==> src/rtl/wdt_toggle_supervisor.sv <==
module wdt_toggle_supervisor #(
  parameter int unsigned     CLK_HZ      = 10_000_000,
  parameter longint unsigned TWD0_NS     = 3_400_000,
  parameter longint unsigned TWD1_NS     = 6_300_000,
  parameter longint unsigned TWD2_NS     = 102_000_000,
  parameter longint unsigned TWD3_NS     = 1_600_000_000,
  parameter longint unsigned TPW_NS      = 210_000_000,
  parameter longint unsigned MINPW_NS    = 10_000,
  parameter longint unsigned GLITCH_NS   = 500,
  parameter bit              BOTH_EDGES  = 1'b0,
  parameter bit              FIXED_PULSE = 1'b1
) (
  input  logic       clk,
  input  logic       rst,
  input  logic       wdi,
  input  logic       en_n,
  input  logic [1:0] tsel,
  output logic       wdo_n
);

  function automatic longint unsigned ns2cyc(longint unsigned ns);
    longint unsigned c;
    c = (ns * longint'(CLK_HZ)) / 64'd1_000_000_000;
    return (c < 2) ? 64'd2 : c;
  endfunction

  function automatic longint unsigned max2(longint unsigned a, longint unsigned b);
    return (a > b) ? a : b;
  endfunction

  localparam longint unsigned TWD0_C = ns2cyc(TWD0_NS);
  localparam longint unsigned TWD1_C = ns2cyc(TWD1_NS);
  localparam longint unsigned TWD2_C = ns2cyc(TWD2_NS);
  localparam longint unsigned TWD3_C = ns2cyc(TWD3_NS);
  localparam longint unsigned TPW_C  = ns2cyc(TPW_NS);
  localparam longint unsigned MIN_C  = ns2cyc(MINPW_NS);
  localparam longint unsigned GL_C   = ns2cyc(GLITCH_NS);
  localparam longint unsigned MAX_C  =
    max2(max2(max2(TWD0_C, TWD1_C), max2(TWD2_C, TWD3_C)), max2(TPW_C, MIN_C));
  localparam int CW = $clog2(MAX_C + 1);
  localparam int GW = $clog2(GL_C + 1);
  localparam int NCH = 2;

  localparam logic [CW-1:0] TPW_LAST = CW'(TPW_C - 1);
  localparam logic [CW-1:0] MIN_LAST = CW'(MIN_C - 1);
  localparam logic [GW-1:0] GL_LAST  = GW'(GL_C - 1);

  logic [NCH-1:0] raw, filt, upd;
  assign raw = {en_n, wdi};

  for (genvar i = 0; i < NCH; i++) begin : g_flt
    logic s1, s2, f;
    logic [GW-1:0] gc;
    always_ff @(posedge clk) begin
      if (rst) begin
        s1 <= 1'b0;
        s2 <= 1'b0;
        f  <= 1'b0;
        gc <= '0;
      end else begin
        s1 <= raw[i];
        s2 <= s1;
        if (s2 == f) begin
          gc <= '0;
        end else if (gc == GL_LAST) begin
          f  <= s2;
          gc <= '0;
        end else begin
          gc <= gc + 1'b1;
        end
      end
    end
    assign filt[i] = f;
    assign upd[i]  = (s2 != f) && (gc == GL_LAST);
  end

  logic wdi_rise, wdi_fall, en_ret, dis, act;
  assign wdi_rise = upd[0] & ~filt[0];
  assign wdi_fall = upd[0] &  filt[0];
  assign en_ret   = upd[1] &  filt[1];
  assign dis      = filt[1];
  assign act      = wdi_rise | (BOTH_EDGES & wdi_fall);

  logic [CW-1:0] twd_cyc;
  always_comb begin
    case (tsel)
      2'd0:    twd_cyc = CW'(TWD0_C);
      2'd1:    twd_cyc = CW'(TWD1_C);
      2'd2:    twd_cyc = CW'(TWD2_C);
      default: twd_cyc = CW'(TWD3_C);
    endcase
  end

  logic          alert;
  logic [CW-1:0] cnt;
  logic          min_met, rel, expire;

  assign min_met = (cnt >= MIN_LAST);
  assign expire  = (cnt >= twd_cyc - 1'b1);

  if (FIXED_PULSE) begin : g_fixed
    assign rel = (cnt >= TPW_LAST) | (min_met & dis);
  end else begin : g_var
    assign rel = min_met & (act | dis | expire);
  end

  always_ff @(posedge clk) begin
    if (rst) begin
      alert <= 1'b0;
      cnt   <= '0;
    end else if (alert) begin
      if (rel) begin
        alert <= 1'b0;
        cnt   <= '0;
      end else begin
        cnt <= cnt + 1'b1;
      end
    end else if (dis || act || en_ret) begin
      cnt <= '0;
    end else if (expire) begin
      alert <= 1'b1;
      cnt   <= '0;
    end else begin
      cnt <= cnt + 1'b1;
    end
  end

  assign wdo_n = ~alert;

endmodule

==> config.mk <==
export PLATFORM = sky130hd
export DESIGN_NAME = wdt_toggle_supervisor
export DESIGN_NICKNAME = d
export VERILOG_FILES = /design/src/rtl/wdt_toggle_supervisor.sv
export SDC_FILE = /design/constraint.sdc
export NUM_CORES = 1
export LEC_CHECK = 0
export BUFFER_PORTS_ARGS = -buffer_cell sky130_fd_sc_hd__buf_2
export CORE_ASPECT_RATIO = 0.6
export CORE_UTILIZATION = 52
export DETAILED_ROUTE_END_ITERATION = 8
export HOLD_SLACK_MARGIN = 0.1
export MAX_ROUTING_LAYER = met4
export PLACE_DENSITY = 0.69
export SETUP_SLACK_MARGIN = 0.15
export SYNTH_ARGS = -nofsm -noshare
export SYNTH_HDL_FRONTEND = slang
export SYNTH_SLANG_ARGS = --single-unit
export TNS_END_PERCENT = 10
==> constraint.sdc <==
create_clock -name clk -period 3.1 [get_ports clk]
set_input_delay 0.155 -clock clk [delete_from_list [all_inputs] [get_ports clk]]
set_output_delay 0.155 -clock clk [all_outputs]
set_load 0.01 [all_outputs]
==> results.json <==
{
  "syn_inst": 265,
  "worst_setup_path_start_kind": "register",
  "ir_worst_vdd_mv": 0.2575,
  "grt_first_pass_wirelength_um": 7638,
  "wl_um": 4730,
  "finalHoldWorstSlack_ns": 0.1890,
  "yosysSeqAreaShare": 0.3116,
  "clock-sinks": 37,
  "p_per_area_nw_per_um2": 355.4,
  "register_area_um2": 740.7,
  "r2r-start": "cnt[14]",
  "fmax_mhz": 417.6,
  "worst_hold_path_type": "primary input to register",
  "syn_area_per_cell_um2": 8.971,
  "core_region_area_um2": 4234,
  "synth_edf_count": 0,
  "status": "complete, no violations",
  "synth_common_cells": "37 x dfxtp_1, 34 x ha_1, 20 x a21oi_2",
  "grt_pass1_vias": 1542,
  "routed_via_density": 5.361,
  "critPathLaunch": "cnt[14]",
  "post-route-drc-count": 0,
  "leakagePower_nw": 0.9432,
  "diodes": 0,
  "ios": 7,
  "ys_top_cells_by_area": "dfxtp_1 31%, ha_1 18%, a21oi_2 7.4%, xnor2_1 6.6%, a21oi_1 3.2%",
  "final_layout_size_suffix_gt1_frac": 0.1345,
  "syn_to_final_growth_pct": 6.632,
  "period_share": 0.7724,
  "mappedNetlistArea_um2": 2377,
  "yosysWarningCount": 0,
  "path_clk_slew_ns": 0.08,
  "grt.overflow.total": 0,
  "initial_core_util": 0.5615,
  "cp.arrival_ns": 2.62,
  "io_buffers": 6,
  "die_h_um": 54.38,
  "antenna_found_initial": 0,
  "r2r_cells": 7,
  "min_path_cells": 2,
  "synth-main-ff-cell": "dfxtp_1",
  "worstSkewPairLatency_ns": 0.30,
  "postLayoutCoreUtil": 0.5987,
  "drtIter0Drc": 92,
  "rsz0062_at_grt": "false",
  "yosysMostFrequentCell": "dfxtp_1",
  "num_vias": 1796,
  "hold_violations": 0,
  "fin_area_um2": 2535,
  "min_period_ns": 2.394,
  "yosysUniqueCellTypes": 40,
  "worstPathRequired_ns": 3.33,
  "async_reset_ff_frac": 0,
  "placementRows": 18,
  "synth_seq_cells": 37,
  "cts_htree_levels": 2,
  "r2r_slack_ns": 0.71,
  "place_congestion": 0.8834,
  "fillers": 390,
  "die-area_um2": 4855,
  "fin_nets": 314,
  "dpl.hpwl_um": 3548,
  "grt_util_all_layers": 0.2263,
  "rr_endpoint": "cnt[16]",
  "drt-wirelength-per-cell_um": 14.12,
  "crit_fanout": 24,
  "critPathKind": "register to register",
  "cap_viol_max_count": 0,
  "worstSetupEndpoint": "cnt[16]",
  "end_kind": "register",
  "cts_tree": "done",
  "place_inst": 325,
  "finalSetupViolations": 0,
  "stdcell_count": 335,
  "antenna_left": 0,
  "fin_worst_skew_ns": 0.009532,
  "synthesis.nets": 305,
  "drtPass1Iterations": 4,
  "die_x_um": 89.29,
  "yosys.area.top_type_share": 0.3116,
  "yosysTopAreaCell": "dfxtp_1",
  "cts_root_buf": "clkbuf_8",
  "finalSetupTns_ns": 0,
  "drv_slew": 0,
  "multi_input_area_um2": 1493,
  "grt_max_degree": 25,
  "cts_buffer_depth": 2,
  "cts_made_buffers": 5,
  "postPlaceCellArea_um2": 2425
}
how the worst min path moves through the flow:
stage | start | endpoint | slack [ns]
6_report | rst | g_flt[0].f | 0.19
5_1_grt | rst | g_flt[0].s1 | 0.19
4_1_cts | rst | g_flt[0].f | 0.18
3_5_place_dp | wdi | g_flt[0].s1 | 0.37
3_3_place_gp | en_n | g_flt[1].s1 | 0.36
2_1_floorplan | wdi | g_flt[0].s1 | 0.28
where the power goes:
part	internal [mW]	leakage (nW)	total (mW)	switching, mW
sequential	0.482	0.300	0.487	0.00570
clock	0.159	0.0445	0.346	0.187
combinational	0.0274	0.599	0.0672	0.0398
total	0.668	0.943	0.901	0.232
state kept, by name, summed over array words and instances (netlist names):
register,count
cnt,24
g_flt.gc,6
g_flt.s1,2
g_flt.s2,2
alert,1
dis,1
g_flt.f,1
worst max-delay path, cell delays in order, from the launching register on:
cell	delay (ns)
dfxtp_1	0.46
ha_1	0.32
a41oi_2	0.17
o21ai_1	0.08
a221o_1	0.36
or4b_1	0.49
buf_4	0.26
a21oi_2	0.16
repair_timing:
item	CTS	global route
resized for setup	0	0
hold endpoints to repair	2	0
buffers inserted	0	0
hold buffers	2	0
kinds of logic (layout without fill, tap and decap cells):
logic type,after synthesis,count (layout),synth area share
other,1,1,0.001577
adders and majority gates,34,34,0.1789
AOI/OAI and AO/OA,49,49,0.1516
muxes,2,2,0.008421
DFF,37,37,0.3116
buffers and inverters,27,37,0.06053
xor gates and xnor gates,25,25,0.09211
and+or+nand+nor,90,90,0.1953
layer usage:
| layer | global-route usage | part of all wire | vias up |
|---|---|---|---|
| met1 | 0.3607 | 0.61 | 813 |
| li1 | - | - | 952 |
| met3 | 0.04525 | 0.033 | 6 |
| met5 | - | 0 | - |
| met2 | 0.2583 | 0.34 | 25 |
| met4 | 0.08730 | 0.014 | 0 |
cell type report:
cell class	instances	area share
Timing Repair Buffer	10	0.02567
Clock buffer	5	0.02715
Sequential cell	37	0.2922
Tap cell	60	0.02962
Clock inverter	3	0.008391
Multi-Input combinational cell	201	0.5888
Inverter	19	0.02813
per-stage QoR:
step	power (mW)	setup slack [ns]
6_report	0.9009	0.7056
5_1_grt	0.9437	0.5786
4_1_cts	0.9116	0.7279
3_5_place_dp	0.5629	0.4988
3_3_place_gp	0.5614	0.5776
2_1_floorplan	0.5522	0.8044
cell usage in the layout (no fill, tap or decap), types with 3 or more instances in the layout:
cell and instances:
ha_1 34, nor2_1 18, o21ai_1 3, clkbuf_8 5, xor2_1 7, nor4_1 4
and3_1 5, inv_1 19, a21oi_1 15, nand2_1 14, dfxtp_1 37, nor3_1 13
a21oi_2 20, buf_2 6, nor2b_1 5, xnor2_1 18, nand3_1 15, nand4_1 6
No activity file was read; power rests on OpenSTA's default activity.
